--- src/rtl/ubank_pkg.sv ---
package ubank_pkg;

  localparam int ARCH_REGS  = 16;
  localparam int IDX_W      = $clog2(ARCH_REGS);
  localparam int MODE_W     = 5;

  // first and count of the registers the fast-interrupt mode duplicates
  localparam int HI_FIRST   = 8;
  localparam int HI_COUNT   = 5;
  localparam int SP_IDX     = 13;
  localparam int LR_IDX     = 14;
  localparam int PC_IDX     = 15;

  typedef enum logic [2:0] {
    BANK_USR = 3'd0,
    BANK_FIQ = 3'd1,
    BANK_IRQ = 3'd2,
    BANK_SVC = 3'd3,
    BANK_ABT = 3'd4,
    BANK_UND = 3'd5
  } bank_e;

  localparam int NUM_BANKS  = 6;

  localparam logic [MODE_W-1:0] MODE_USR = 5'b10000;
  localparam logic [MODE_W-1:0] MODE_FIQ = 5'b10001;
  localparam logic [MODE_W-1:0] MODE_IRQ = 5'b10010;
  localparam logic [MODE_W-1:0] MODE_SVC = 5'b10011;
  localparam logic [MODE_W-1:0] MODE_ABT = 5'b10111;
  localparam logic [MODE_W-1:0] MODE_UND = 5'b11011;
  localparam logic [MODE_W-1:0] MODE_SYS = 5'b11111;

  // physical slot layout
  localparam int SLOT_USR_HI = HI_FIRST;
  localparam int SLOT_FIQ_HI = SLOT_USR_HI + HI_COUNT;
  localparam int SLOT_SPLR   = SLOT_FIQ_HI + HI_COUNT;
  localparam int SLOT_PC     = SLOT_SPLR + 2 * NUM_BANKS;
  localparam int NUM_SLOTS   = SLOT_PC + 1;
  localparam int SLOT_W      = $clog2(NUM_SLOTS);

  function automatic bank_e mode_bank(input logic [MODE_W-1:0] m);
    bank_e b;
    case (m)
      MODE_FIQ: b = BANK_FIQ;
      MODE_IRQ: b = BANK_IRQ;
      MODE_SVC: b = BANK_SVC;
      MODE_ABT: b = BANK_ABT;
      MODE_UND: b = BANK_UND;
      default:  b = BANK_USR;
    endcase
    return b;
  endfunction

endpackage

--- src/rtl/ubank_rst_sync.sv ---
module ubank_rst_sync (
  input  logic clk,
  input  logic rst_n,
  output logic rst_n_sync
);

  logic [1:0] sync_q;
  logic [1:0] sync_d;

  always_comb begin
    sync_d = {sync_q[0], 1'b1};
  end

  always_ff @(posedge clk or negedge rst_n) begin
    if (!rst_n) begin
      sync_q <= 2'b00;
    end else begin
      sync_q <= sync_d;
    end
  end

  assign rst_n_sync = sync_q[1];

endmodule

--- src/rtl/ubank_slot_map.sv ---
module ubank_slot_map
  import ubank_pkg::*;
(
  input  logic              clk,
  input  logic              rst_n,
  input  logic [IDX_W-1:0]  reg_idx,
  input  logic [MODE_W-1:0] cpu_mode,
  input  logic              user_view,
  output logic [SLOT_W-1:0] slot
);

  bank_e cur_bank;
  bank_e eff_bank;
  int    slot_int;

  always_comb begin
    cur_bank = mode_bank(cpu_mode);
    // user view forces the user bank for the stack and link registers
    eff_bank = user_view ? BANK_USR : cur_bank;
  end

  always_comb begin
    slot_int = 0;
    if (int'(reg_idx) < HI_FIRST) begin
      slot_int = int'(reg_idx);
    end else if (int'(reg_idx) < SP_IDX) begin
      if (cur_bank == BANK_FIQ && !user_view) begin
        slot_int = SLOT_FIQ_HI + int'(reg_idx) - HI_FIRST;
      end else begin
        slot_int = SLOT_USR_HI + int'(reg_idx) - HI_FIRST;
      end
    end else if (int'(reg_idx) < PC_IDX) begin
      slot_int = SLOT_SPLR + 2 * int'(eff_bank) + int'(reg_idx) - SP_IDX;
    end else begin
      slot_int = SLOT_PC;
    end
  end

  assign slot = SLOT_W'(slot_int);


  low_shared_chk: assert property (@(posedge clk) disable iff (!rst_n)
    (reg_idx < 4'd8) |-> (slot == SLOT_W'(reg_idx)));


  pc_shared_chk: assert property (@(posedge clk) disable iff (!rst_n)
    (reg_idx == 4'd15) |-> (slot == SLOT_W'(SLOT_PC)));


  user_sp_chk: assert property (@(posedge clk) disable iff (!rst_n)
    (user_view && reg_idx == 4'd13) |-> (slot == SLOT_W'(SLOT_SPLR)));


  user_lr_chk: assert property (@(posedge clk) disable iff (!rst_n)
    (user_view && reg_idx == 4'd14) |-> (slot == SLOT_W'(SLOT_SPLR + 1)));


  hi_nonfiq_chk: assert property (@(posedge clk) disable iff (!rst_n)
    (cpu_mode != MODE_FIQ && reg_idx >= 4'd8 && reg_idx <= 4'd12)
      |-> (slot < SLOT_W'(SLOT_FIQ_HI)));


  slot_range_chk: assert property (@(posedge clk) disable iff (!rst_n)
    slot < SLOT_W'(NUM_SLOTS));

endmodule

--- src/rtl/ubank_storage.sv ---
module ubank_storage
  import ubank_pkg::*;
#(
  parameter int DATA_W = 32
) (
  input  logic              clk,
  input  logic              rst_n,
  input  logic [SLOT_W-1:0] slot,
  input  logic              wr_en,
  input  logic [DATA_W-1:0] wr_data,
  output logic [DATA_W-1:0] rd_data
);

  logic [DATA_W-1:0]    regs_q [NUM_SLOTS];
  logic [DATA_W-1:0]    regs_d [NUM_SLOTS];
  logic [NUM_SLOTS-1:0] slot_we;

  always_comb begin
    for (int i = 0; i < NUM_SLOTS; i++) begin
      slot_we[i] = wr_en && (slot == SLOT_W'(i));
      regs_d[i]  = wr_data;
    end
  end

  always_ff @(posedge clk or negedge rst_n) begin
    if (!rst_n) begin
      for (int i = 0; i < NUM_SLOTS; i++) begin
        regs_q[i] <= '0;
      end
    end else begin
      for (int i = 0; i < NUM_SLOTS; i++) begin
        if (slot_we[i]) begin
          regs_q[i] <= regs_d[i];
        end
      end
    end
  end

  always_comb begin
    rd_data = '0;
    for (int i = 0; i < NUM_SLOTS; i++) begin
      if (slot == SLOT_W'(i)) begin
        rd_data = regs_q[i];
      end
    end
  end


  single_we_chk: assert property (@(posedge clk) disable iff (!rst_n)
    $countones(slot_we) <= 1);

  generate
    for (genvar g = 0; g < NUM_SLOTS; g++) begin : g_slot_chk

      held_chk: assert property (@(posedge clk) disable iff (!rst_n)
        !slot_we[g] |=> $stable(regs_q[g]));

      written_chk: assert property (@(posedge clk) disable iff (!rst_n)
        slot_we[g] |=> (regs_q[g] == $past(wr_data)));
    end
  endgenerate

endmodule

--- src/rtl/banked_user_regs.sv ---
module banked_user_regs
  import ubank_pkg::*;
#(
  parameter int DATA_W = 32
) (
  input  logic              clk,
  input  logic              rst_n,
  input  logic [3:0]        reg_idx,
  input  logic [4:0]        cpu_mode,
  input  logic              user_view,
  input  logic              wr_en,
  input  logic [DATA_W-1:0] wr_data,
  output logic [DATA_W-1:0] rd_data
);

  logic              rst_n_sync;
  logic [SLOT_W-1:0] slot;

  ubank_rst_sync u_rst_sync (
    .clk        (clk),
    .rst_n      (rst_n),
    .rst_n_sync (rst_n_sync)
  );

  ubank_slot_map u_slot_map (
    .clk       (clk),
    .rst_n     (rst_n_sync),
    .reg_idx   (reg_idx),
    .cpu_mode  (cpu_mode),
    .user_view (user_view),
    .slot      (slot)
  );

  ubank_storage #(
    .DATA_W (DATA_W)
  ) u_storage (
    .clk     (clk),
    .rst_n   (rst_n_sync),
    .slot    (slot),
    .wr_en   (wr_en),
    .wr_data (wr_data),
    .rd_data (rd_data)
  );

endmodule

--- config.mk ---
export PLATFORM = sky130hd
export DESIGN_NAME = banked_user_regs
export DESIGN_NICKNAME = d
export VERILOG_FILES = /design/src/rtl/ubank_pkg.sv /design/src/rtl/ubank_rst_sync.sv /design/src/rtl/ubank_slot_map.sv /design/src/rtl/ubank_storage.sv /design/src/rtl/banked_user_regs.sv
export SDC_FILE = /design/constraint.sdc
export NUM_CORES = 1
export LEC_CHECK = 0
export BUFFER_PORTS_ARGS = -buffer_cell sky130_fd_sc_hd__buf_2
export CAP_MARGIN = 20
export CELL_PAD_IN_SITES_DETAIL_PLACEMENT = 0
export CELL_PAD_IN_SITES_GLOBAL_PLACEMENT = 1
export CORE_ASPECT_RATIO = 2
export CORE_UTILIZATION = 52
export CTS_CLUSTER_DIAMETER = 40
export DETAILED_ROUTE_END_ITERATION = 8
export PLACE_DENSITY = 0.86
export SYNTH_ARGS = -nofsm -noshare
export SYNTH_HDL_FRONTEND = slang
export SYNTH_SLANG_ARGS = --single-unit
export TNS_END_PERCENT = 30
--- constraint.sdc ---
create_clock -name clk -period 41.6 [get_ports clk]
set_input_delay 8.32 -clock clk [delete_from_list [all_inputs] [get_ports clk]]
set_output_delay 8.32 -clock clk [all_outputs]
set_load 0.02 [all_outputs]
==> out/qor.yml <==
reg2reg_slack_ps: 36990
clkLatencyLatePin_ps: 730
syn_area_per_cell_um2: 11.9
drc: 0
avgViaCountPerCell: 6.80
crit_path_start_kind: "input port"
path_class: "input port to output port"
hpwl_um: 99700
dr.first_iter.drc_count: 3706
max_freq_mhz: 43.7
cts_setup_buffers: 0
dp.cells: 4970
cts_sinks: 994
worst_pin_slew_ps: 1120
ys_warn_count: 0
finalHoldViolations: 0
port-buffer-count: 76
dpl_cell_area_um2: 48700
fp.coreArea_um2: 90400
hold_depth: 0
synth_cell_types: 91
leakagePower_nw: 23.5
routed_wl_um: 162000
synth_area_leaders: "dfrtp_1 (52%), mux2_2 (23%), nand2_1 (2.9%)"
cp-end-kind: "output port"
gp_congestion: 0.976
hold_path_class: "register to register"
cap_viol_max_count: 0
dieHeight_um: 430
synthFlopType: "dfrtp_1"
rsz0062_at_grt: "no"
cts_max_level: 3
ys_seq_area_share_pct: 52.3
grt_pass1_vias: 36100
synth.most_common_cell: "dfrtp_1"
area_delta_synth_final_pct: 8.86
finalNetCount: 3936
synth_edf_count: 0
die_x_um: 216
dr.pass1.iters: 8
holdBufCountCts: 0
finish.utilization_pct: 57.2
total_power_mw: 2.76
path_max_fanout: 56
slew_headroom_pct: 24.6
min_period_ps: 22890
cts_max_path_buffers: 3
rows: 156
clkTransAtPathRegs_ps: 60
ys_ff_latch: 994
stdcell_area_um2: 51700
synth_top_area_share_pct: 52.3
synth_common_cells: "dfrtp_1 (994), mux2_2 (965), nand2_1 (372)"
start_util_pct: 52.6
status: "finished, final reports clean"
overflow: 0
fin_cells: 5146
synth.net_count: 4038
synth_top_area_cell: "dfrtp_1"
synth-async-reset-ratio_pct: 100
required_ps: 33280
netlist_area_um2: 47500
irDropWorstVdd_uv: 37.6
wire_per_inst_um: 31.5
ios: 77
netlist_instances: 3984
reg2regPathDepth: 4
slew_viol_final: 0
vias: 35000
fin_crit_sh_pct: 55.0
ant_nets: 0
skew_ps: 28.4
arrival_ps: 14570
setup_viol: 0
cts_made_buffers: 89
antenna_found_initial: 12
cts_tree: "done"
grt_pass1_wl_um: 240000
clock-root-buffer: "clkbuf_16"
track_usage_pct: 35.5
die-area_um2: 92700
tns_ps: 0
grt_start_max_net_pins: 185
drive_gt1_share_pct: 35.0
power_density_nw_per_um2: 53.3
cts_resized: 0
worst max-delay path: stages:
cell	delay, ps
buf_2	110
nand3b_1	330
nor3_1	290
ha_1	280
ha_1	270
nand2b_1	170
o32a_1	300
buf_4	230
nand3_4	420
buf_4	480
buf_4	660
nand3_1	810
o22ai_1	340
a21o_1	170
a2111oi_2	70
a311oi_1	930
buf_2	320
cell families (layout without fill, tap and decap cells):
group,Yosys count,after routing,share of synthesized area [%]
AOI/OAI and AO/OA,783,783,11.6
adders and majority gates,9,9,0.253
xor gates and xnor gates,2,2,0.0369
muxes,1045,1045,24.6
buffers and inverters,406,376,3.94
DFF,994,994,52.3
other,1,8,0.00789
and+or+nand+nor,744,744,7.19
final timing paths:
kind | start | endpoint
setup / recovery | user_view | rd_data[19]
hold / removal | u_rst_sync.sync_q[0] | u_rst_sync.sync_q[1]
setup reg to reg | u_rst_sync.sync_q[1] | u_storage.regs_q[802]
hold reg to reg | u_rst_sync.sync_q[0] | u_rst_sync.sync_q[1]
max in group asynchronous | rst_n | u_rst_sync.sync_q[1]
min in group asynchronous | u_rst_sync.sync_q[1] | u_storage.regs_q[565]
area by class of cell:
type	instances	area [um2]
fillers	7408	38600
flip-flops and latches	994	24900
multi-input cells	2584	21000
clock buffers	127	2550
well taps	1185	1480
repair buffers	183	1260
clock inverters	36	388
inverters	30	113
diodes	7	17.5
metrics by stage:
step	setup WS, ps	hold slack, ps
6_report	18710	347
5_1_grt	18590	370
4_1_cts	19000	349
3_5_place_dp	19000	336
3_3_place_gp	19050	333
2_1_floorplan	11840	331
cells in the final DEF (no fill, tap or decap), types with 12 or more instances in the layout:
| master | count |
|---|---|
| buf_2 | 76 |
| clkinv_2 | 13 |
| nand2_2 | 16 |
| clkbuf_8 | 16 |
| o211ai_1 | 40 |
| mux2_1 | 33 |
| a31oi_1 | 29 |
| o2111ai_1 | 16 |
| o22ai_1 | 85 |
| nand3_1 | 113 |
| nand4_1 | 29 |
| dfrtp_1 | 993 |
| mux2i_1 | 47 |
| a211o_1 | 13 |
| and3_1 | 20 |
| nor2_4 | 20 |
| o21ai_0 | 116 |
| a22o_1 | 20 |
| nand2_1 | 362 |
| a22oi_1 | 45 |
| o221ai_1 | 15 |
| or3_1 | 12 |
| o31ai_1 | 27 |
| clkbuf_16 | 90 |
| and2_1 | 20 |
| a21oi_1 | 127 |
| nor3_1 | 31 |
| mux2_2 | 965 |
| nor2_1 | 69 |
| a21o_1 | 43 |
| a2111oi_0 | 34 |
| a32oi_1 | 17 |
| buf_4 | 97 |
| inv_1 | 30 |
| a211oi_1 | 43 |
| clkbuf_1 | 21 |
sequential cells by signal (all words and copies together) (netlist names):
signal / count
u_rst_sync.sync_q: 2
u_storage.regs_q: 992
metal layers:
metal / wire [um] / track usage [%] / share of wire [%]
met1: 55800 / 39.3 / 34
met2: 78500 / 57.6 / 48
met3: 12100 / 8.36 / 7.5
met4: 15600 / 29.6 / 9.6
met5: 52 / 0 / 0.032
report_power, final:
| group | internal (mW) | switching [mW] |
|---|---|---|
| clock | 0.448 | 0.395 |
| sequential | 1.21 | 0.131 |
| combinational | 0.272 | 0.297 |
No activity file was read; power rests on OpenSTA's default activity.
